### config.mk
export PLATFORM = sky130hd
export DESIGN_NAME = alu8_core
export DESIGN_NICKNAME = d
export VERILOG_FILES = /design/src/rtl/alu8_pkg.sv /design/src/rtl/alu8_addsub.sv /design/src/rtl/alu8_unary.sv /design/src/rtl/alu8_flagreg.sv /design/src/rtl/alu8_core.sv
export SDC_FILE = /design/constraint.sdc
export NUM_CORES = 1
export LEC_CHECK = 0
export BUFFER_PORTS_ARGS = -buffer_cell sky130_fd_sc_hd__buf_4
export CAP_MARGIN = 5
export CELL_PAD_IN_SITES_DETAIL_PLACEMENT = 1
export CELL_PAD_IN_SITES_GLOBAL_PLACEMENT = 2
export CORE_MARGIN = 8
export CORE_UTILIZATION = 25
export CTS_CLUSTER_DIAMETER = 150
export CTS_CLUSTER_SIZE = 16
export DETAILED_ROUTE_END_ITERATION = 12
export PLACE_DENSITY_LB_ADDON = 0.05
export SLEW_MARGIN = 20
export SYNTH_ARGS = -nofsm -noshare
export SYNTH_HDL_FRONTEND = slang
export SYNTH_SLANG_ARGS = --single-unit
### constraint.sdc
create_clock -name clk -period 12.84 [get_ports clk]
set_input_delay 0 -clock clk [delete_from_list [all_inputs] [get_ports clk]]
set_output_delay 0 -clock clk [all_outputs]
set_load 0.02 [all_outputs]
### src/rtl/alu8_pkg.sv
package alu8_pkg;
  localparam int OP_W   = 5;
  localparam int FLAG_W = 6;
  localparam int FB_C = 0;
  localparam int FB_Z = 1;
  localparam int FB_N = 2;
  localparam int FB_V = 3;
  localparam int FB_S = 4;
  localparam int FB_H = 5;

  typedef enum logic [OP_W-1:0] {
    OP_ADD, OP_ADC, OP_SUB, OP_SBC, OP_CMP, OP_CPC,
    OP_AND, OP_OR, OP_XOR, OP_COM, OP_NEG, OP_INC, OP_DEC,
    OP_SHL, OP_SHR, OP_SAR, OP_RCL, OP_RCR, OP_NSWAP, OP_ONES,
    OP_WADD, OP_WSUB
  } alu_op_e;
endpackage

### src/rtl/alu8_addsub.sv
module alu8_addsub #(
  parameter int W = 8
) (
  input  logic [W-1:0] a,
  input  logic [W-1:0] b,
  input  logic         cin,
  input  logic         sub,
  output logic [W-1:0] r,
  output logic         cout,
  output logic         hc,
  output logic         ovf
);
  localparam int HW = W / 2;

  logic [W:0]  full;
  logic [HW:0] half;

  always_comb begin
    if (sub) begin
      full = {1'b0, a} - {1'b0, b} - {{W{1'b0}}, cin};
      half = {1'b0, a[HW-1:0]} - {1'b0, b[HW-1:0]} - {{HW{1'b0}}, cin};
    end else begin
      full = {1'b0, a} + {1'b0, b} + {{W{1'b0}}, cin};
      half = {1'b0, a[HW-1:0]} + {1'b0, b[HW-1:0]} + {{HW{1'b0}}, cin};
    end
  end

  assign r    = full[W-1:0];
  assign cout = full[W];
  assign hc   = half[HW];

  // signed overflow from operand and result signs
  always_comb begin
    if (sub) ovf = (a[W-1] != b[W-1]) && (r[W-1] != a[W-1]);
    else     ovf = (a[W-1] == b[W-1]) && (r[W-1] != a[W-1]);
  end
endmodule

### src/rtl/alu8_unary.sv
module alu8_unary import alu8_pkg::*; #(
  parameter int W = 8
) (
  input  alu_op_e      op,
  input  logic [W-1:0] a,
  input  logic [W-1:0] b,
  input  logic         cin,
  output logic [W-1:0] r,
  output logic         cout
);
  localparam int HW = W / 2;

  always_comb begin
    r    = '0;
    cout = 1'b0;
    case (op)
      OP_AND:   r = a & b;
      OP_OR:    r = a | b;
      OP_XOR:   r = a ^ b;
      OP_COM:   begin r = ~a; cout = 1'b1; end
      OP_SHL:   begin r = {a[W-2:0], 1'b0};   cout = a[W-1]; end
      OP_SHR:   begin r = {1'b0, a[W-1:1]};   cout = a[0];   end
      OP_SAR:   begin r = {a[W-1], a[W-1:1]}; cout = a[0];   end
      OP_RCL:   begin r = {a[W-2:0], cin};    cout = a[W-1]; end
      OP_RCR:   begin r = {cin, a[W-1:1]};    cout = a[0];   end
      OP_NSWAP: r = {a[HW-1:0], a[W-1:HW]};
      OP_ONES:  r = '1;
      default:  r = '0;
    endcase
  end
endmodule

### src/rtl/alu8_flagreg.sv
module alu8_flagreg #(
  parameter int FW = 6
) (
  input  logic          clk,
  input  logic          rst_n,
  input  logic          upd,
  input  logic [FW-1:0] mask,
  input  logic [FW-1:0] nxt,
  output logic [FW-1:0] q
);
  for (genvar i = 0; i < FW; i++) begin : g_bit
    logic bit_q;
    always_ff @(posedge clk or negedge rst_n) begin
      if (!rst_n)               bit_q <= 1'b0;
      else if (upd && mask[i])  bit_q <= nxt[i];
    end
    assign q[i] = bit_q;
  end
endmodule

### src/rtl/alu8_core.sv
module alu8_core import alu8_pkg::*; #(
  parameter int DATA_W = 8,
  parameter int IMM_W  = 6
) (
  input  logic                 clk,
  input  logic                 rst_n,
  input  logic                 in_valid,
  output logic                 in_ready,
  input  logic [OP_W-1:0]      in_op,
  input  logic [DATA_W-1:0]    in_a,
  input  logic [DATA_W-1:0]    in_b,
  input  logic [IMM_W-1:0]     in_k,
  output logic                 out_valid,
  input  logic                 out_ready,
  output logic [DATA_W-1:0]    out_res,
  output logic [DATA_W-1:0]    out_res_hi,
  output logic                 out_wr,
  output logic [FLAG_W-1:0]    out_flag_we,
  output logic [FLAG_W-1:0]    flags
);
  localparam logic [FLAG_W-1:0] M_ALL   = '1;
  localparam logic [FLAG_W-1:0] M_LOGIC = FLAG_W'((1 << FB_Z) | (1 << FB_N) | (1 << FB_V) | (1 << FB_S));
  localparam logic [FLAG_W-1:0] M_SHIFT = M_LOGIC | FLAG_W'(1 << FB_C);
  localparam logic [DATA_W-1:0] ONE     = DATA_W'(1);

  alu_op_e op_e;
  assign op_e = alu_op_e'(in_op);

  logic is_word, accept, load;
  logic busy_q, wsub_q, c1_q;
  logic [DATA_W-1:0] lo_q, hi_q;
  logic ov_q, wr_q;
  logic [DATA_W-1:0] res_q, res_hi_q;
  logic [FLAG_W-1:0] we_q, flags_q;

  assign is_word  = (op_e == OP_WADD) || (op_e == OP_WSUB);
  assign in_ready = !busy_q && (!ov_q || out_ready);
  assign accept   = in_valid && in_ready;
  assign load     = (accept && !is_word) || busy_q;

  // shared adder operand steering
  logic [DATA_W-1:0] as_a, as_b, as_r;
  logic as_cin, as_sub, as_c, as_h, as_v;

  always_comb begin
    as_a   = in_a;
    as_b   = in_b;
    as_cin = 1'b0;
    as_sub = 1'b0;
    if (busy_q) begin
      as_a   = hi_q;
      as_b   = '0;
      as_cin = c1_q;
      as_sub = wsub_q;
    end else begin
      case (op_e)
        OP_ADC:         as_cin = flags_q[FB_C];
        OP_SUB, OP_CMP: as_sub = 1'b1;
        OP_SBC, OP_CPC: begin as_sub = 1'b1; as_cin = flags_q[FB_C]; end
        OP_NEG:         begin as_a = '0; as_b = in_a; as_sub = 1'b1; end
        OP_INC:         as_b = ONE;
        OP_DEC:         begin as_b = ONE; as_sub = 1'b1; end
        OP_WADD:        as_b = {{(DATA_W-IMM_W){1'b0}}, in_k};
        OP_WSUB:        begin as_b = {{(DATA_W-IMM_W){1'b0}}, in_k}; as_sub = 1'b1; end
        default:        ;
      endcase
    end
  end

  alu8_addsub #(.W(DATA_W)) u_addsub (
    .a(as_a), .b(as_b), .cin(as_cin), .sub(as_sub),
    .r(as_r), .cout(as_c), .hc(as_h), .ovf(as_v)
  );

  logic [DATA_W-1:0] un_r;
  logic un_c;

  alu8_unary #(.W(DATA_W)) u_unary (
    .op(op_e), .a(in_a), .b(in_b), .cin(flags_q[FB_C]),
    .r(un_r), .cout(un_c)
  );

  // result and flag composition
  logic [DATA_W-1:0] nres, nres_hi;
  logic [FLAG_W-1:0] nflag, nmask;
  logic nwr, fc, fh, fv, fn, fz;

  always_comb begin
    nres    = '0;
    nres_hi = '0;
    nmask   = '0;
    nwr     = 1'b1;
    fc      = 1'b0;
    fh      = 1'b0;
    fv      = 1'b0;
    if (busy_q) begin
      nres    = lo_q;
      nres_hi = as_r;
      fc      = as_c;
      fv      = as_v;
      nmask   = M_SHIFT;
    end else begin
      case (op_e)
        OP_ADD, OP_ADC, OP_SUB, OP_SBC, OP_CMP, OP_CPC, OP_NEG: begin
          nres  = as_r;
          fc    = as_c;
          fh    = as_h;
          fv    = as_v;
          nmask = M_ALL;
          nwr   = !(op_e == OP_CMP || op_e == OP_CPC);
        end
        OP_INC, OP_DEC: begin
          nres  = as_r;
          fv    = as_v;
          nmask = M_LOGIC;
        end
        OP_AND, OP_OR, OP_XOR: begin
          nres  = un_r;
          nmask = M_LOGIC;
        end
        OP_COM: begin
          nres  = un_r;
          fc    = un_c;
          nmask = M_SHIFT;
        end
        OP_SHL, OP_SHR, OP_SAR, OP_RCL, OP_RCR: begin
          nres  = un_r;
          fc    = un_c;
          fv    = un_r[DATA_W-1] ^ un_c;
          nmask = M_SHIFT;
        end
        OP_NSWAP, OP_ONES: nres = un_r;
        default: nwr = 1'b0;
      endcase
    end
    fn = busy_q ? nres_hi[DATA_W-1] : nres[DATA_W-1];
    fz = (nres == '0) && (nres_hi == '0);
    nflag = '0;
    nflag[FB_C] = fc;
    nflag[FB_Z] = fz;
    nflag[FB_N] = fn;
    nflag[FB_V] = fv;
    nflag[FB_S] = fn ^ fv;
    nflag[FB_H] = fh;
  end

  // word first pass capture
  always_ff @(posedge clk or negedge rst_n) begin
    if (!rst_n) begin
      busy_q <= 1'b0;
      wsub_q <= 1'b0;
      c1_q   <= 1'b0;
      lo_q   <= '0;
      hi_q   <= '0;
    end else begin
      busy_q <= accept && is_word;
      if (accept && is_word) begin
        wsub_q <= (op_e == OP_WSUB);
        c1_q   <= as_c;
        lo_q   <= as_r;
        hi_q   <= in_b;
      end
    end
  end

  // output slot
  always_ff @(posedge clk or negedge rst_n) begin
    if (!rst_n) begin
      ov_q     <= 1'b0;
      res_q    <= '0;
      res_hi_q <= '0;
      wr_q     <= 1'b0;
      we_q     <= '0;
    end else if (load) begin
      ov_q     <= 1'b1;
      res_q    <= nres;
      res_hi_q <= nres_hi;
      wr_q     <= nwr;
      we_q     <= nmask;
    end else if (out_ready) begin
      ov_q     <= 1'b0;
    end
  end

  alu8_flagreg #(.FW(FLAG_W)) u_flags (
    .clk(clk), .rst_n(rst_n), .upd(load), .mask(nmask), .nxt(nflag), .q(flags_q)
  );

  assign out_valid   = ov_q;
  assign out_res     = res_q;
  assign out_res_hi  = res_hi_q;
  assign out_wr      = wr_q;
  assign out_flag_we = we_q;
  assign flags       = flags_q;
endmodule

==> out/metrics.csv <==
stage;metric;value;unit
finish;most frequent cells in the layout;nand2_1 (70), buf_4 (64), dfrtp_1 (46), o21ai_0 (45), inv_1 (44);
worst_setup_path;Crit-path slowest cell;inv_1;
yosys;Gate Count Post-Synth;507;
routing;remaining antenna violation count;0;
routing;drc violations;0;
timing;RSZ-0062 raised after global routing;false;
worst_setup_path;Reg-to-Reg Start;busy_q;
yosys;synth warn;0;
timing;Final WS setup;8.12;ns
yosys;async set-reset flop share out of synthesis;100;%
pwr;peak supply drop;46.2;uV
floorplanning;Core Region;0.0164;sq mm
finish;share of cells above drive strength 1;17.0;%
worst_setup_path;Startpoint Class;flop;
timing;Total Neg Setup Slack;0;ns
pwr;Leak;2.29;nW
yosys;post-synthesis compound-gate area fraction;26.5;%
floorplanning;cell row count;47;
floorplanning;die outline area;0.0210;sq mm
timing;final setup violating endpoints;0;
worst_setup_path;crit end category;flop;
placement;Port Buffers;61;
pwr;Power Total;590;uW
floorplanning;Initial Utilization;25.4;%
clocking;clk buf depth;2;
yosys;Cell variety after synth;70;
worst_setup_path;Critical path origin;busy_q;
clocking;Clk pin slew, worst setup/hold paths;0.07;ns
clocking;root buffer cell;clkbuf_16;
finish;leading cell type in the layout, fill and taps excluded;nand2_1;
finish;post-route cell area;0.00493;sq mm
routing;First-pass DRT Iterations;5;
yosys;XOR/XNOR share of the synthesized area;2.52;%
clocking;CTS buffer count;5;
worst_setup_path;CP Cell Sequence;inv_1 > and4_1 > a22o_1 > inv_1 > fa_1 > fa_1 > nand2b_1 > a211oi_1 > o221ai_1 > a21oi_1 > a21oi_1 > a221oi_1 > o22ai_1 > o41ai_2;
timing;clock skew;0.0120;ns
yosys;total nets after synthesis;577;
routing;initial DRC count;227;
yosys;post-synthesis cell area;0.00416;sq mm
placement;DP Wirelength;12700;um
worst_setup_path;CP peak stage delay;0.67;ns
yosys;Synth area leader;dfrtp_1;
worst_hold_path;hold path start;in_b[6];
yosys;adder-cell share of the synthesized area;12.4;%
timing;worst slew pin tran;0.907;ns
routing;via count;3894;
grt;first-pass GRT wire length;25300;um
routing;overall routed net length;16200;um
clocking;post-CTS sizing;0;
placement;placed cell areas;0.00474;sq mm
clocking;Clock Sinks;46;
timing;FMAX;0.212;GHz
clocking;Worst-Skew Late Latency;0.30;ns
worst_setup_path;Worst Path Class, Setup;reg -> reg;
yosys;top-area cell type share of the netlist area;27.7;%
timing;max-slew violations;0;
worst_setup_path;required time of the worst setup path;13.03;ns
yosys;mux cell area share after synthesis;3.64;%
worst_setup_path;CP Buf/Inv Count;2;
placement;Place WS;8.13;ns
worst_hold_path;Tightest Hold Check Type;in -> reg;
finish;area growth from synthesis to layout;18.4;%
grt;pin count of the biggest net entering global routing;47;
grt;remaining global-route overflow;0;
routing;DR WL/cell;21.1;um
yosys;Seq/Total Area, Yosys;27.7;%
yosys;FF+latch count, synth;46;
timing;final hold vios;0;
yosys;largest family of logic cells by synthesized area;compound AO/OA/AOI/OAI gates;
yosys;commonest register cell after synthesis;dfrtp_1;
clocking;CTS tree;built;
outcome;status;complete, no violations;
yosys;Post-Synth Simple-Gate Area;18.9;%
yosys;top post-synthesis cells by area;dfrtp_1 (28%), ha_1 (11%), nand2_1 (6.3%);
grt;vias in the first global route;4170;
routing;DR vias/cell;5.08;
placement;gpl congestion;0.825;
worst_setup_path;crit path DAT;4.92;ns
grt;initial antenna violation count;0;
pwr;PwrDens;120;mW/mm^2
timing;hold_ws;0.0185;ns
floorplanning;IO Count;62;
grt;GRT Util Overall;15.2;%
worst_setup_path;CP Max Fanout;25;
worst_setup_path;CP top delay family;compound AO/OA/AOI/OAI gates;
floorplanning;die height;145;um
yosys;EDFF count, synth;0;
floorplanning;die width;145;um
timing;Tcrit/Tclk final;36.8;%
finish;# diodes;0;
clocking;H-tree Lvls;2;
run;max cap viols;0;
finish;layout net count;615;
timing;Slew Limit Headroom;38.7;%
timing;min Tclk post-route;4.72;ns
yosys;Avg Inst Size Synth;8.21;sq um
## state kept, by name, summed over array words and instances (netlist names)
register and flops:
out_res 8, u_flags.g_bit.bit_q 6, lo_q 8, out_res_hi 8
out_valid 1, out_flag_we 3, c1_q 1, wsub_q 1
out_wr 1, hi_q 8, busy_q 1
## cells in the mapped netlist (all sizes together), types with 4 or more instances
cell / count
a211o: 4
a211oi: 5
a21boi: 5
a21oi: 24
a222oi: 4
a22o: 7
a22oi: 8
a2bb2oi: 6
buf: 17
clkbuf: 18
dfrtp: 46
fa: 4
ha: 35
inv: 44
mux2: 9
mux2i: 5
nand2: 70
nand2b: 5
nand3: 5
nand4: 7
nor2: 34
nor2b: 9
nor3: 6
nor4: 4
o2111ai: 4
o211ai: 6
o21a: 4
o21ai: 45
o31ai: 4
xnor2: 6
xor2: 6
## final timing paths
kind	endpoint	slack, ns	cells past startpoint
max	u_flags.g_bit[1].bit_q	8.12	14
min	hi_q[6]	0.02	3
max reg2reg	u_flags.g_bit[1].bit_q	8.12	14
min reg2reg	out_res[1]	0.48	2
max in group asynchronous	out_res_hi[2]	12.10	2
min in group asynchronous	out_valid	0.29	2
## layout make-up
class,instances,area (sq um)
multi-input cells,382,2670
fillers,1963,11500
repair buffers,66,500
clock buffers,6,129
inverters,44,165
flip-flops and latches,46,1150
clock inverters,2,37.5
well taps,220,275
## timing repair
| action | CTS | global route |
|---|---|---|
| endpoints found under the setup margin | 0 | 0 |
| hold buffers | 2 | 0 |
| buffers inserted | 0 | 0 |
| hold endpoints to repair | 47 | 0 |
## report_power, final
group	total, mW	switching [mW]	internal, mW
clock	0.154	0.0622	0.0922
sequential	0.199	0.0206	0.178
combinational	0.237	0.141	0.0956
total	0.590	0.224	0.366
## worst register-to-register path, cell delays in order (launching register included)
cell      delay, ns
dfrtp_1        0.38
inv_1          0.67
and4_1         0.33
a22o_1         0.18
inv_1          0.06
fa_1           0.41
fa_1           0.42
nand2b_1       0.21
a211oi_1       0.39
o221ai_1       0.30
a21oi_1        0.20
a21oi_1        0.12
a221oi_1       0.50
o22ai_1        0.16
o41ai_2        0.31
## per-layer routing
metal  global-route usage [%]  part of all wire, %
met1                     21.0                   50
met2                     24.4                   46
met3                     2.30                  2.7
met4                     3.68                  1.2
met5                        0                    0
## metrics by stage
step	instances	util (%)
detailed placement	756	28.9
global route	766	30.0
CTS	766	30.0
finish	766	30.0
floorplan	507	-
global placement	756	28.9
## cells by family (layout without fill, tap and decap cells)
family	after synthesis	after routing
buffers and inverters	79	118
muxes	14	14
AOI/OAI and AO/OA	157	157
and+or+nand+nor	160	160
DFF	46	46
adders and majority gates	39	39
xor gates and xnor gates	12	12
Power figures use the tool's default switching activity.
